## config.mk

```make
export PLATFORM = sky130hd
export DESIGN_NAME = idct4_recon
export DESIGN_NICKNAME = d
export VERILOG_FILES = /design/src/rtl/idct4_pkg.sv /design/src/rtl/idct4_seq.sv /design/src/rtl/idct4_pass.sv /design/src/rtl/idct4_recon_px.sv /design/src/rtl/idct4_recon.sv
export SDC_FILE = /design/constraint.sdc
export NUM_CORES = 2
export LEC_CHECK = 0
export BUFFER_PORTS_ARGS = -buffer_cell sky130_fd_sc_hd__buf_2
export CAP_MARGIN = 10
export CORE_MARGIN = 10
export CORE_UTILIZATION = 62
export DETAILED_ROUTE_END_ITERATION = 12
export PLACE_DENSITY = 0.82
export REMOVE_ABC_BUFFERS = 1
export SLEW_MARGIN = 15
export SYNTH_ARGS = -nofsm -noshare
export SYNTH_HDL_FRONTEND = slang
export SYNTH_SLANG_ARGS = --single-unit
export TNS_END_PERCENT = 1
```

## constraint.sdc

```tcl
create_clock -name clk -period 28.1 [get_ports clk]
set_input_delay 1.405 -clock clk [delete_from_list [all_inputs] [get_ports clk]]
set_output_delay 1.405 -clock clk [all_outputs]
set_load 0.02 [all_outputs]
```

## src/rtl/idct4_pkg.sv

```systemverilog
// Package idct4_pkg
// Shared constants for the 4x4 inverse transform and reconstruction unit.
// Assumes a square 4x4 tile; the butterfly is defined only for four points.
package idct4_pkg;
    localparam int TILE_DIM   = 4;
    localparam int TILE_N     = TILE_DIM * TILE_DIM;
    localparam int COEF_W     = 16;
    localparam int PIX_W      = 8;
    localparam int ROT_K1     = 20091;
    localparam int ROT_K2     = 35468;
    localparam int MUL_SHIFT  = 16;
    localparam int RND_SHIFT  = 3;
    localparam int PASS_STEPS = 2 * TILE_DIM;
endpackage

```

## src/rtl/idct4_seq.sv

```systemverilog
// Module idct4_seq
// Step sequencer. It accepts a start request only while idle, walks
// STEPS steps (column phase first, then row phase) and pulses done once.
// Assumes STEPS is a power of two, so the top step bit selects the phase.
module idct4_seq #(
    parameter int STEPS = idct4_pkg::PASS_STEPS,
    localparam int SBW  = $clog2(STEPS)
) (
    input  logic           clk,
    input  logic           rst_n,
    input  logic           start,
    output logic           load,
    output logic           busy,
    output logic           row_ph,
    output logic [SBW-2:0] idx,
    output logic           done
);
    logic [SBW-1:0] step_q;
    logic           busy_q;
    logic           done_q;

    // accept a new request only when no operation is running
    assign load = start && !busy_q;

    // advance the step counter and raise done after the last step
    always_ff @(posedge clk) begin
        if (!rst_n) begin
            step_q <= '0;
            busy_q <= 1'b0;
            done_q <= 1'b0;
        end else begin
            done_q <= 1'b0;
            if (load) begin
                busy_q <= 1'b1;
                step_q <= '0;
            end else if (busy_q) begin
                if (step_q == SBW'(STEPS - 1)) begin
                    busy_q <= 1'b0;
                    done_q <= 1'b1;
                    step_q <= '0;
                end else begin
                    step_q <= step_q + 1'b1;
                end
            end
        end
    end

    assign busy   = busy_q;
    assign done   = done_q;
    assign row_ph = step_q[SBW-1];
    assign idx    = step_q[SBW-2:0];
endmodule

```

## src/rtl/idct4_pass.sv

```systemverilog
// Module idct4_pass
// Combinational four-point inverse butterfly with fixed-point rotations.
// Every sum and difference saturates to CW bits. x[1] and x[3] are the
// odd inputs that feed the rotation constants.
module idct4_pass #(
    parameter int CW  = idct4_pkg::COEF_W,
    parameter int K1  = idct4_pkg::ROT_K1,
    parameter int K2  = idct4_pkg::ROT_K2,
    parameter int MSH = idct4_pkg::MUL_SHIFT
) (
    input  logic signed [CW-1:0] x [4],
    output logic signed [CW-1:0] y [4]
);
    localparam int SW = CW + 2;
    localparam int PW = 2 * CW + 2;
    localparam logic signed [SW-1:0] SAT_HI = {{(SW-CW+1){1'b0}}, {(CW-1){1'b1}}};
    localparam logic signed [SW-1:0] SAT_LO = {{(SW-CW+1){1'b1}}, {(CW-1){1'b0}}};

    // clamp a widened value into the signed CW-bit range
    function automatic logic signed [CW-1:0] sat(input logic signed [SW-1:0] v);
        if (v > SAT_HI)      return SAT_HI[CW-1:0];
        else if (v < SAT_LO) return SAT_LO[CW-1:0];
        else                 return v[CW-1:0];
    endfunction

    // multiply by an unsigned constant and keep the high part, flooring
    function automatic logic signed [SW-1:0] mulk(input logic signed [CW-1:0] v,
                                                  input int k);
        logic signed [PW-1:0] p;
        p = PW'(v) * $signed(PW'(k));
        return SW'(p >>> MSH);
    endfunction

    logic signed [CW-1:0] m1_odd, m2_odd, m1_far, m2_far;
    logic signed [CW-1:0] a, b, c, d;

    // rotation products of the two odd inputs
    always_comb begin
        m1_odd = sat(SW'(x[1]) + mulk(x[1], K1));
        m2_odd = sat(mulk(x[1], K2));
        m1_far = sat(SW'(x[3]) + mulk(x[3], K1));
        m2_far = sat(mulk(x[3], K2));
    end

    // even and odd partial terms
    always_comb begin
        a = sat(SW'(x[0]) + SW'(x[2]));
        b = sat(SW'(x[0]) - SW'(x[2]));
        c = sat(SW'(m2_odd) - SW'(m1_far));
        d = sat(SW'(m1_odd) + SW'(m2_far));
    end

    // output combination in fixed order
    always_comb begin
        y[0] = sat(SW'(a) + SW'(d));
        y[1] = sat(SW'(b) + SW'(c));
        y[2] = sat(SW'(b) - SW'(c));
        y[3] = sat(SW'(a) - SW'(d));
    end
endmodule

```

## src/rtl/idct4_recon_px.sv

```systemverilog
// Module idct4_recon_px
// One reconstruction lane: rounds a second-pass value by 2^RSH, adds the
// zero-extended prediction pixel and clamps to the unsigned pixel range.
// Assumes CW > PW so that the widened sum never wraps.
module idct4_recon_px #(
    parameter int CW  = idct4_pkg::COEF_W,
    parameter int PW  = idct4_pkg::PIX_W,
    parameter int RSH = idct4_pkg::RND_SHIFT
) (
    input  logic signed [CW-1:0] resid_raw,
    input  logic        [PW-1:0] pred,
    output logic        [PW-1:0] pix
);
    localparam int RW = CW + 1;
    localparam int AW = RW + 1;
    localparam logic signed [AW-1:0] PIX_MAX = AW'((1 << PW) - 1);

    logic signed [RW-1:0] rnd;
    logic signed [AW-1:0] sum;

    // round to nearest with the offset added before the shift
    always_comb rnd = (RW'(resid_raw) + RW'(1 << (RSH - 1))) >>> RSH;

    // add the prediction at full precision
    always_comb sum = AW'(rnd) + $signed(AW'(pred));

    // clamp to the pixel range
    always_comb begin
        if (sum < 0)            pix = '0;
        else if (sum > PIX_MAX) pix = PIX_MAX[PW-1:0];
        else                    pix = sum[PW-1:0];
    end
endmodule

```

## src/rtl/idct4_recon.sv

```systemverilog
// Module idct4_recon (top)
// Captures a coefficient tile and a prediction tile on start, runs a column
// pass then a row pass through one shared butterfly (one line per cycle),
// reconstructs each row as it leaves the second pass and pulses done.
// Assumes a 4x4 tile in raster order; pix_out changes only during row steps.
module idct4_recon
    import idct4_pkg::*;
#(
    parameter int CW  = COEF_W,
    parameter int PW  = PIX_W,
    parameter int K1  = ROT_K1,
    parameter int K2  = ROT_K2,
    parameter int MSH = MUL_SHIFT,
    parameter int RSH = RND_SHIFT
) (
    input  logic                   clk,
    input  logic                   rst_n,
    input  logic                   start,
    input  logic [TILE_N*CW-1:0]   coef_in,
    input  logic [TILE_N*PW-1:0]   pred_in,
    output logic [TILE_N*PW-1:0]   pix_out,
    output logic                   done
);
    localparam int D   = TILE_DIM;
    localparam int N   = TILE_N;
    localparam int IW  = $clog2(D);

    logic signed [CW-1:0] coef_q [N];
    logic        [PW-1:0] pred_q [N];
    logic signed [CW-1:0] mid_q  [N];
    logic        [PW-1:0] pix_q  [N];

    logic          load, busy, row_ph;
    logic [IW-1:0] idx;

    logic signed [CW-1:0] bf_in  [4];
    logic signed [CW-1:0] bf_out [4];
    logic        [PW-1:0] pred_sel [D];
    logic        [PW-1:0] lane_pix [D];

    idct4_seq #(.STEPS(PASS_STEPS)) u_seq (
        .clk    (clk),
        .rst_n  (rst_n),
        .start  (start),
        .load   (load),
        .busy   (busy),
        .row_ph (row_ph),
        .idx    (idx),
        .done   (done)
    );

    // capture both input tiles when a request is accepted
    always_ff @(posedge clk) begin
        if (!rst_n) begin
            for (int k = 0; k < N; k++) begin
                coef_q[k] <= '0;
                pred_q[k] <= '0;
            end
        end else if (load) begin
            for (int k = 0; k < N; k++) begin
                coef_q[k] <= coef_in[k*CW +: CW];
                pred_q[k] <= pred_in[k*PW +: PW];
            end
        end
    end

    // pick a coefficient column or an intermediate row, strided by the tile width
    always_comb begin
        for (int k = 0; k < 4; k++) begin
            bf_in[k] = row_ph ? mid_q[k*D + int'(idx)] : coef_q[k*D + int'(idx)];
        end
    end

    idct4_pass #(.CW(CW), .K1(K1), .K2(K2), .MSH(MSH)) u_pass (
        .x (bf_in),
        .y (bf_out)
    );

    // store the column-pass outputs contiguously, which transposes the tile
    always_ff @(posedge clk) begin
        if (!rst_n) begin
            for (int k = 0; k < N; k++) mid_q[k] <= '0;
        end else if (busy && !row_ph) begin
            for (int k = 0; k < D; k++) mid_q[int'(idx)*D + k] <= bf_out[k];
        end
    end

    // prediction pixels of the row being reconstructed
    always_comb begin
        for (int k = 0; k < D; k++) pred_sel[k] = pred_q[int'(idx)*D + k];
    end

    for (genvar g = 0; g < D; g++) begin : g_lane
        idct4_recon_px #(.CW(CW), .PW(PW), .RSH(RSH)) u_px (
            .resid_raw (bf_out[g]),
            .pred      (pred_sel[g]),
            .pix       (lane_pix[g])
        );
    end

    // write one reconstructed row per row-phase step
    always_ff @(posedge clk) begin
        if (!rst_n) begin
            for (int k = 0; k < N; k++) pix_q[k] <= '0;
        end else if (busy && row_ph) begin
            for (int k = 0; k < D; k++) pix_q[int'(idx)*D + k] <= lane_pix[k];
        end
    end

    for (genvar g = 0; g < N; g++) begin : g_pack
        assign pix_out[g*PW +: PW] = pix_q[g];
    end
endmodule

```

==> flow_summary.toml <==
[outcome]
status = "finished with violations"
violations = "design-rule violations"

[sta]
fin_crit_ps = 23390
hold_violations = 0
slew_headroom_pct = 9.107
final.setup.tns_ps = 0
rsz0062_at_grt = "no"
fin_skew_ps = 57.23
drv_slew = 0
fmax_mhz = 42.75
final.period_utilization_pct = 83.24
worstMarginPinSlew_ps = 1349
setup_viol_count_final = 0

[clocking]
cts-buffers-inserted = 83
cts_max_level = 3
cts_setup_buffers = 0
cts-resized-gates = 0
clock_path_buffers = 3
cts_hold_buffers = 0
clkTransAtPathRegs_ps = 60
cts_root_buffer = "clkbuf_16"
cts_tree = "done"
clkLatencyLatePin_ps = 690
cts_sinks = 775

[floorplan]
start_util_pct = 62.34
die_h_um = 337.1
die_w_um = 337.1
ios = 516
dieArea_um2 = 113600
coreArea_um2 = 100000
fp-row-count = 116

[global_routing]
gr-usage-all-layers_pct = 32.87
antenna_found_initial = 12
grt_max_degree = 164
grt_pass1_vias = 47610
grt-ovfl-total = 0
grt_pass1_wl_mm = 282.8

[worst_hold_path]
whs_path_depth = 2
hold_start = "u_seq.busy$_SDFF_PN0_"
hold_class = "flip-flop to flip-flop"

[worst_setup_path]
max_stage_delay_ps = 1060
crit_arrival_ps = 23920
slowest_stage = "o21ai_0"
rr_worst_depth = 81
worst_path_most_repeated_cell = "a21oi_1"
crit_required_ps = 28630
critical_path.startpoint = "u_seq.step_q[0]$_SDFFE_PP0P_"
r2r-start = "u_seq.step_q[0]$_SDFFE_PP0P_"
endpoint_kind = "flip-flop"
path_max_fanout = 41
path_class = "flip-flop to flip-flop"
cp-start-kind = "flip-flop"

[yosys]
ys.flop_type = "edfxtp_1"
netlist_area_um2 = 62340
synth_seq_cells = 775
yosysSeqAreaShare_pct = 37.22
synthArstFlopShare_pct = 0
synth.distinct_cells = 99
synth-edff-count = 768
syn_inst = 5646
yosysWarnings = 0
avgSynthCellArea_um2 = 11.04

[routing]
wirelength_mm = 187.6
vias = 45910
antenna_left = 0
vias_per_cell = 6.158
routedWlPerCell_um = 25.16
drtPass1Iterations = 12
drt_iter0_drc = 4995
drc = 1

[finish]
nets = 7458
fillers = 7270
syn2layout_area_growth_pct = 10.71
drive_gt1_share_pct = 15.92
mostFrequentLayoutCell = "edfxtp_1"
final_cell_mix = "edfxtp_1 (768), inv_1 (710), ha_1 (623)"

[place]
place_congestion = 1.051
dp_hpwl_mm = 143.9
port-buffer-count = 515

[run]
max-cap-violations = 0
-- cells in the mapped netlist (all sizes together), types with 26 or more instances --
cell type  number  share of area, %
buf            49              0.39
o21a           34              0.41
nand2         185               1.1
xnor2         161               2.3
a21o          133               1.6
mux2           26              0.47
mux2i          55              0.88
a21oi         317               2.5
clkbuf        172               1.0
inv           712               4.3
nand2b         40              0.40
o21bai         26              0.31
xor2           81               1.1
nor3           95              0.76
a211oi         35              0.49
nor2          491               3.0
ha            623                13
o21ai         185               1.5
mux4          160               5.8
and2          403               4.0
nand3          69              0.55
fa            356                11
edfxtp        768                37
a31oi          29              0.32
nor2b          40              0.40
-- critical path: cells and delay by family (launching register included) --
kind	cells	cell delay (ps)
adder cells (fa/ha/maj)	14	5750
AO/OA/AOI/OAI	37	9740
buffers and inverters	12	2740
flip-flops	1	630
AND/OR/NAND/NOR	14	2610
XOR/XNOR	1	150
multiplexers	3	1580
-- state kept, by name, summed over array words and instances (netlist names), named ones only --
register,cells
pred_q,128
mid_q,256
coef_q,256
u_seq.done,1
u_seq.step_q,3
pix_q,128
u_seq.busy,1
-- per-layer routing --
layer / GRT usage [%] / routed length [µm] / vias up
li1: - / - / 20700
met5: 0 / 115 / -
met4: 16.17 / 10650 / 16
met3: 6.709 / 16640 / 515
met2: 54.12 / 90180 / 2217
met1: 41.24 / 70010 / 22460
-- area by class of cell --
class | instances | area [µm²] | area share [%]
Inverter | 713 | 2676 | 3.878
Clock buffer | 97 | 2151 | 3.116
Antenna cell | 2 | 5.005 | 0.007251
Tap cell | 1298 | 1624 | 2.353
Multi-Input combinational cell | 3938 | 35700 | 51.73
Clock inverter | 51 | 551.8 | 0.7995
Sequential cell | 775 | 23220 | 33.64
Timing Repair Buffer | 581 | 3092 | 4.480
-- logic make-up after synthesis --
| logic type | Yosys count | synth area share (%) |
|---|---|---|
| and+or+nand+nor | 1494 | 12.22 |
| adders and majority gates | 1001 | 24.29 |
| AOI/OAI and AO/OA | 958 | 10.01 |
| buffers and inverters | 934 | 5.716 |
| DFF | 775 | 37.22 |
| xor gates and xnor gates | 242 | 3.412 |
| muxes | 241 | 7.133 |
| other | 1 | 0.006015 |
-- metrics by stage --
step	instances	utilization, %	setup slack (ps)	cell area [µm²]	hold slack [ps]
after floorplan	5426	-	1758	61460	589.5
after global placement	7305	66.30	5321	66300	658.1
after detailed placement	7305	66.30	5318	66300	674.6
after CTS	7453	69.00	5242	69000	668.4
after global routing	7455	69.02	3162	69020	731.9
final	7455	69.02	4710	69020	686.9
-- final timing paths --
check / end / slack, ps
worst max-delay path: pix_q[2][4]$_SDFFCE_PN0P_ / 4710
worst min-delay path: u_seq.busy$_SDFF_PN0_ / 690
worst max register to register: pix_q[2][4]$_SDFFCE_PN0P_ / 4710
worst min register to register: u_seq.busy$_SDFF_PN0_ / 690
Power is left out: the tool's default activity adds up to more than one toggle a clock period on the data nets, which glitch-free logic cannot reach.
